--- config.mk ---
export PLATFORM = sky130hd
export DESIGN_NAME = reg_local_unit
export DESIGN_NICKNAME = d
export VERILOG_FILES = /design/src/rtl/lrl_pkg.sv /design/src/rtl/lrl_op_unit.sv /design/src/rtl/lrl_latch_bank.sv /design/src/rtl/lrl_flag_reg.sv /design/src/rtl/reg_local_unit.sv
export SDC_FILE = /design/constraint.sdc
export NUM_CORES = 1
export LEC_CHECK = 0
export BUFFER_PORTS_ARGS = -buffer_cell sky130_fd_sc_hd__clkbuf_2
export CAP_MARGIN = 20
export CELL_PAD_IN_SITES_DETAIL_PLACEMENT = 1
export CELL_PAD_IN_SITES_GLOBAL_PLACEMENT = 2
export CORE_UTILIZATION = 33
export CTS_CLUSTER_SIZE = 10
export DETAILED_ROUTE_END_ITERATION = 16
export PLACE_DENSITY_LB_ADDON = 0.25
export SYNTH_ARGS = -nofsm -noshare
export SYNTH_HDL_FRONTEND = slang
export SYNTH_SLANG_ARGS = --single-unit
export TNS_END_PERCENT = 100
--- constraint.sdc ---
create_clock -name clk -period 3.29 [get_ports clk]
set_input_delay 0.1645 -clock clk [delete_from_list [all_inputs] [get_ports clk]]
set_output_delay 0.1645 -clock clk [all_outputs]
set_load 0.02 [all_outputs]
--- src/rtl/lrl_pkg.sv ---
package lrl_pkg;

    localparam int OPW = 4;

    typedef enum logic [OPW-1:0] {
        OP_NOP  = 4'd0,
        OP_INC  = 4'd1,
        OP_DEC  = 4'd2,
        OP_BSET = 4'd3,
        OP_BCLR = 4'd4,
        OP_BTST = 4'd5,
        OP_SHF  = 4'd6,
        OP_ROT  = 4'd7,
        OP_ZERO = 4'd8,
        OP_INV  = 4'd9,
        OP_AND  = 4'd10,
        OP_OR   = 4'd11,
        OP_XOR  = 4'd12
    } lrl_op_e;

    typedef struct packed {
        logic z;
        logic n;
        logic c;
    } lrl_flags_t;

    // carry is touched only by counting and bit-moving commands
    function automatic logic op_moves_carry(input logic [OPW-1:0] op);
        return (op == OP_INC) || (op == OP_DEC) || (op == OP_SHF) || (op == OP_ROT);
    endfunction

    // true for every command that yields a new word
    function automatic logic op_has_result(input logic [OPW-1:0] op);
        return (op >= OP_INC && op <= OP_BCLR) || (op >= OP_SHF && op <= OP_XOR);
    endfunction

endpackage

--- src/rtl/lrl_op_unit.sv ---
module lrl_op_unit
    import lrl_pkg::*;
#(
    parameter int W    = 16,
    parameter int IDXW = $clog2(W)
) (
    input  logic [W-1:0]    a,
    input  logic [W-1:0]    b,
    input  logic [OPW-1:0]  op,
    input  logic [IDXW-1:0] idx,
    input  logic            dir_left,
    output logic [W-1:0]    res,
    output lrl_flags_t      flg_new,
    output lrl_flags_t      flg_upd,
    output logic            has_res
);

    logic [W:0]   sum_inc;
    logic [W:0]   sum_dec;
    logic [W-1:0] bit_mask;
    logic         bit_out;

    assign sum_inc  = {1'b0, a} + {{W{1'b0}}, 1'b1};
    assign sum_dec  = {1'b0, a} - {{W{1'b0}}, 1'b1};
    assign bit_mask = {{(W-1){1'b0}}, 1'b1} << idx;
    assign bit_out  = dir_left ? a[W-1] : a[0];
    assign has_res  = op_has_result(op);

    always_comb begin
        res       = a;
        flg_new   = '0;
        flg_upd   = '0;
        case (op)
            OP_INC:  res = sum_inc[W-1:0];
            OP_DEC:  res = sum_dec[W-1:0];
            OP_BSET: res = a | bit_mask;
            OP_BCLR: res = a & ~bit_mask;
            OP_SHF:  res = dir_left ? {a[W-2:0], 1'b0} : {1'b0, a[W-1:1]};
            OP_ROT:  res = dir_left ? {a[W-2:0], a[W-1]} : {a[0], a[W-1:1]};
            OP_ZERO: res = '0;
            OP_INV:  res = ~a;
            OP_AND:  res = a & b;
            OP_OR:   res = a | b;
            OP_XOR:  res = a ^ b;
            default: res = a;
        endcase

        if (has_res) begin
            flg_new.z = (res == '0);
            flg_new.n = res[W-1];
            flg_upd.z = 1'b1;
            flg_upd.n = 1'b1;
        end

        if (op_moves_carry(op)) begin
            flg_upd.c = 1'b1;
            case (op)
                OP_INC:  flg_new.c = sum_inc[W];
                OP_DEC:  flg_new.c = sum_dec[W];
                default: flg_new.c = bit_out;
            endcase
        end

        if (op == OP_BTST) begin
            flg_new.z = ~|(a & bit_mask);
            flg_upd.z = 1'b1;
        end
    end

endmodule

--- src/rtl/lrl_latch_bank.sv ---
module lrl_latch_bank #(
    parameter int W = 16
) (
    input  logic         clk,
    input  logic         rst,
    input  logic         ld_en,
    input  logic [W-1:0] ld_data,
    input  logic         xfer_en,
    input  logic [W-1:0] xfer_data,
    input  logic         wb_en,
    input  logic [W-1:0] wb_data,
    output logic [W-1:0] a_q,
    output logic [W-1:0] b_q
);

    always_ff @(posedge clk) begin
        if (rst) begin
            a_q <= '0;
            b_q <= '0;
        end else if (xfer_en) begin
            a_q <= xfer_data;
            b_q <= xfer_data;
        end else if (ld_en) begin
            a_q <= ld_data;
        end else if (wb_en) begin
            a_q <= wb_data;
        end
    end


    xfer_both_chk: assert property (@(posedge clk) disable iff (rst)
        xfer_en |=> (a_q == $past(xfer_data)) && (b_q == $past(xfer_data)));


    ld_a_only_chk: assert property (@(posedge clk) disable iff (rst)
        (ld_en && !xfer_en) |=> (a_q == $past(ld_data)) && $stable(b_q));


    b_hold_chk: assert property (@(posedge clk) disable iff (rst)
        !xfer_en |=> $stable(b_q));

endmodule

--- src/rtl/lrl_flag_reg.sv ---
module lrl_flag_reg
    import lrl_pkg::*;
(
    input  logic       clk,
    input  logic       rst,
    input  logic       en,
    input  lrl_flags_t upd,
    input  lrl_flags_t nxt,
    output lrl_flags_t q
);

    always_ff @(posedge clk) begin
        if (rst) begin
            q <= '0;
        end else if (en) begin
            if (upd.z) q.z <= nxt.z;
            if (upd.n) q.n <= nxt.n;
            if (upd.c) q.c <= nxt.c;
        end
    end


    flags_idle_chk: assert property (@(posedge clk) disable iff (rst)
        !en |=> $stable(q));

endmodule

--- src/rtl/reg_local_unit.sv ---
module reg_local_unit
    import lrl_pkg::*;
#(
    parameter  int W    = 16,
    localparam int IDXW = $clog2(W)
) (
    input  logic            clk,
    input  logic            rst,
    input  logic            ld_en,
    input  logic [W-1:0]    ld_data,
    input  logic            xfer_en,
    input  logic [W-1:0]    xfer_data,
    input  logic            op_valid,
    input  logic [OPW-1:0]  op_code,
    input  logic [IDXW-1:0] op_arg,
    input  logic            op_dir,
    input  logic            op_to_bus,
    output logic [W-1:0]    a_out,
    output logic            rbus_valid,
    output logic [W-1:0]    rbus_data,
    output logic            flag_z,
    output logic            flag_n,
    output logic            flag_c
);

    logic [W-1:0] a_q, b_q, res;
    lrl_flags_t   flg_new, flg_upd, flg_q;
    logic         has_res, op_go, wb_en, bus_go;

    assign op_go  = op_valid && !ld_en && !xfer_en;
    assign wb_en  = op_go && has_res && !op_to_bus;
    assign bus_go = op_go && has_res && op_to_bus;

    lrl_op_unit #(.W(W), .IDXW(IDXW)) u_ops (
        .a        (a_q),
        .b        (b_q),
        .op       (op_code),
        .idx      (op_arg),
        .dir_left (op_dir),
        .res      (res),
        .flg_new  (flg_new),
        .flg_upd  (flg_upd),
        .has_res  (has_res)
    );

    lrl_latch_bank #(.W(W)) u_latch (
        .clk       (clk),
        .rst       (rst),
        .ld_en     (ld_en),
        .ld_data   (ld_data),
        .xfer_en   (xfer_en),
        .xfer_data (xfer_data),
        .wb_en     (wb_en),
        .wb_data   (res),
        .a_q       (a_q),
        .b_q       (b_q)
    );

    lrl_flag_reg u_flags (
        .clk (clk),
        .rst (rst),
        .en  (op_go),
        .upd (flg_upd),
        .nxt (flg_new),
        .q   (flg_q)
    );

    always_ff @(posedge clk) begin
        if (rst) begin
            rbus_valid <= 1'b0;
            rbus_data  <= '0;
        end else begin
            rbus_valid <= bus_go;
            rbus_data  <= bus_go ? res : '0;
        end
    end

    assign a_out  = a_q;
    assign flag_z = flg_q.z;
    assign flag_n = flg_q.n;
    assign flag_c = flg_q.c;


    btst_keeps_a_chk: assert property (@(posedge clk) disable iff (rst)
        (op_go && op_code == OP_BTST) |=> $stable(a_out) && $stable(flag_n) && $stable(flag_c));


    bus_keeps_a_chk: assert property (@(posedge clk) disable iff (rst)
        (op_go && op_to_bus) |=> $stable(a_out));


    blocked_no_bus_chk: assert property (@(posedge clk) disable iff (rst)
        (op_valid && (ld_en || xfer_en)) |=> !rbus_valid);


    bus_pulse_chk: assert property (@(posedge clk) disable iff (rst)
        rbus_valid |=> !rbus_valid || $past(bus_go));


    logic_keeps_c_chk: assert property (@(posedge clk) disable iff (rst)
        (op_go && op_code >= OP_ZERO) |=> $stable(flag_c));

endmodule

==> flow_metrics.py <==
metrics = {
    "layout": {
        "post_route_cells_drive_above_1_share_pct": 22.84,
        "antenna_cells": 0,
        "multiInputGateArea_um2": 3441,
        "fillers": 1824,
        "area_growth_pct": 14.53,
        "nets": 753,
        "final_util_pct": 38.87,
        "regArea_um2": 1041,
    },
    "clock_network": {
        "clk_latency_ns": 0.29,
        "cts_tree": "built",
        "cts.clk_slew.worst_paths_ns": 0.07,
        "cts.htree.levels": 2,
        "cts_resized": 0,
        "cts_buffers": 5,
        "postCtsHoldBufs": 0,
        "clock-root-buffer": "clkbuf_16",
        "clk_path_buf_depth": 2,
        "post_cts_buffers": 0,
        "clkSinkCount": 52,
    },
    "global_route": {
        "grt_first_pass_wirelength_um": 35380,
        "grt_pass1_vias": 5800,
        "antenna_found_initial": 0,
        "global_route.usage.met3_pct": 4.940,
        "gr-total-overflow": 0,
        "met1_usage_pct": 38.37,
        "grt_util_met2_pct": 49.04,
        "grt-busiest-layer": "met2",
        "grt_max_degree": 33,
        "grt_usage_pct": 29.69,
    },
    "status": {
        "outcome": "complete, no violations",
    },
    "floorplanning": {
        "dieWidth_um": 124.5,
        "pin_count": 83,
        "coreArea_um2": 14590,
        "rows": 44,
        "initial_core_util_pct": 33.94,
        "die_h_um": 124.5,
        "dieArea_um2": 15500,
    },
    "critical_path": {
        "crit_fanout": 11,
        "critPathTopFamily": "simple AND/OR/NAND/NOR gates",
        "start_kind": "register",
        "crit_type": "reg2reg",
        "path_buf_inv": 0,
        "path_cells": "nand3_1 -> nor4_1 -> a31oi_1 -> nand3b_1 -> a211oi_1 -> nand3_1 -> o41ai_2",
        "rrSetupSlack_ns": 0.29,
        "r2r-start": "u_latch.a_q[4]",
        "worst_ep_required_time_ns": 3.49,
        "crit_arrival_ns": 3.20,
        "slowest_stage": "nor4_1",
        "endpoint_kind": "register",
        "cp_slowest_stage_delay_ns": 0.57,
        "r2r_end": "u_flags.q[2]",
        "r2r_cells": 7,
        "cp_common_cell": "nand3_1",
    },
    "yosys": {
        "ys_async_sr_fraction_pct": 0,
        "synth_common_cells": "nor2_1 (62), dfxtp_1 (52), nand2_1 (52), a21oi_1 (43), clkbuf_1 (35)",
        "yosysTopAreaCellShare_pct": 21.03,
        "synth_ff_type": "dfxtp_1",
        "ys_warn_count": 0,
        "syn-cell-area_um2": 4951,
        "synth_seq_cells": 52,
        "avgSynthCellArea_um2": 7.664,
        "ys_types": 90,
        "syn_inst": 646,
        "synth_top_cell_by_area": "dfxtp_1",
        "synth_edf_count": 0,
        "seq_area_frac_synth_pct": 21.03,
        "synthesis.nets": 695,
        "yosys.cell_count.top_type": "nor2_1",
        "synthTopCellsByArea": "dfxtp_1 (21%), mux2i_1 (6.3%), nor2_1 (4.7%), a21oi_1 (4.3%), nand2_1 (3.9%)",
    },
    "hold_path": {
        "hold_start": "ld_data[11]",
        "worstHoldPathCells": 3,
        "hold_end": "u_latch.a_q[11]",
        "worstHoldPathType": "in2reg",
    },
    "detailed_routing": {
        "dr.pass1.iters": 5,
        "final_antenna_net_count": 0,
        "wl_um": 23280,
        "drt_iter0_drc": 443,
        "drcViolationCount": 0,
        "wl_per_cell_um": 26.19,
        "vias": 5784,
        "routed_via_density": 6.506,
    },
    "flow_run": {
        "maxCapViolCount": 0,
    },
    "power": {
        "leakage_nw": 2.189,
        "power.internal_w": 0.001204,
        "seqPwrFrac_pct": 36.8,
        "worst_ir_drop_vdd_mv": 0.3300,
        "switching_share_pct": 38.67,
        "clock_power_share_pct": 27.2,
        "power_density_nw_per_um2": 346.1,
        "p_switching_w": 0.0007588,
        "comb_power_share_pct": 36.0,
    },
    "timing": {
        "fmaxAchievable_ghz": 0.3334,
        "slew_violations": 0,
        "rsz0062_at_grt": "false",
        "slew-limit-headroom_pct": 44.28,
        "worst_pin_slew_ns": 0.8336,
        "hold_viol_final": 0,
        "fin_crit_ns": 2.999,
        "setup_tns_ns": 0,
        "setup_viol": 0,
        "finalClockSkew_ns": 0.006774,
        "period_share_pct": 91.17,
    },
    "placed_design": {
        "io_buffers": 82,
        "dp_hpwl_um": 17730,
        "gp_congestion": 0.9231,
    },
}
registers in the layout, indices dropped and copies added (netlist names):
signal / count
rbus_data: 16
u_flags.q: 3
rbus_valid: 1
u_latch.b_q: 16
u_latch.a_q: 16
worst max-delay path by stage:
stage / from / to / slack [ns] / cells after the start
after floorplan: u_latch.a_q[1] / u_flags.q[2] / 0.76 / 10
after global placement: op_code[2] / u_flags.q[2] / 0.35 / 8
after detailed placement: op_code[2] / u_flags.q[2] / 0.28 / 8
after CTS: u_latch.a_q[1] / u_flags.q[2] / 0.29 / 7
after global routing: u_latch.a_q[0] / u_latch.a_q[9] / 0.12 / 8
final: u_latch.a_q[4] / u_flags.q[2] / 0.29 / 7
stage by stage:
step                instance area (µm²)  std cells  setup WS [ns]  power [W]  hold slack (ns)
floorplan                          4951        646         0.7620   0.001166           0.3120
global placement                   5525        881         0.3487   0.001412           0.4300
detailed placement                 5525        881         0.2777   0.001427           0.4334
CTS                                5670        889         0.2910   0.001964           0.1234
global route                       5670        889         0.1215   0.002044           0.1411
finish                             5670        889         0.2906   0.001962           0.1296
final cells by class:
class / count / area share [%]
Clock inverter: 2 / 0.2868
Inverter: 20 / 1.324
Clock buffer: 6 / 2.273
Sequential cell: 52 / 18.36
Timing Repair Buffer: 124 / 13.02
Tap cell: 184 / 4.060
Multi-Input combinational cell: 501 / 60.68
power groups by stage:
stage | Clock [W] | Sequential [W] | Combinational [W]
global placement | 0 | 0.000733 | 0.000679
CTS | 0.000547 | 0.000719 | 0.000698
floorplan | 0 | 0.000726 | 0.000440
detailed placement | 0 | 0.000734 | 0.000692
global route | 0.000568 | 0.000725 | 0.000752
finish | 0.000533 | 0.000722 | 0.000707
cell usage in the layout (no fill, tap or decap), types with 5 or more instances in the layout:
cell and n:
dfxtp_1 52, clkbuf_2 82, a21oi_1 43, a21o_1 5, a211oi_1 8, nand2_1 52, nor2b_1 9, clkbuf_16 5
nand3b_1 9, a211o_1 5, o21a_1 5, o221ai_1 10, a311oi_1 10, a22oi_1 6, nor3_1 18, o22ai_1 12
nand2b_1 6, xnor2_1 7, nand3_1 20, a221oi_1 5, inv_1 18, a31oi_1 12, nor4_1 12, nand4_1 15
buf_4 41, o21ai_0 14, nor4bb_1 7, mux2i_1 31, o211ai_1 12, nor2_1 62
metal layers:
layer  vias up  part of all wire [%]  wire length, µm
li1       2596                     -                -
met4         0                   3.7              867
met2       250                    47            10930
met5         -                     0                0
met1      2884                    43            10100
met3        54                   5.9             1376
kinds of logic after synthesis:
family / count (synthesis) / synth area share, %
AND/OR/NAND/NOR: 263 / 31.66
AO/OA/AOI/OAI: 195 / 28.84
buffers and inverters: 93 / 9.679
flip-flops: 52 / 21.03
multiplexers: 33 / 6.722
XOR/XNOR: 8 / 1.567
adder cells (fa/ha/maj): 2 / 0.5054
worst reg2reg max path, delay by kind of cell, from the launching register on:
family | cells | cell delay [ns]
AO/OA/AOI/OAI | 3 | 0.94
AND/OR/NAND/NOR | 4 | 1.42
flip-flops | 1 | 0.55
Power figures use the tool's default switching activity.
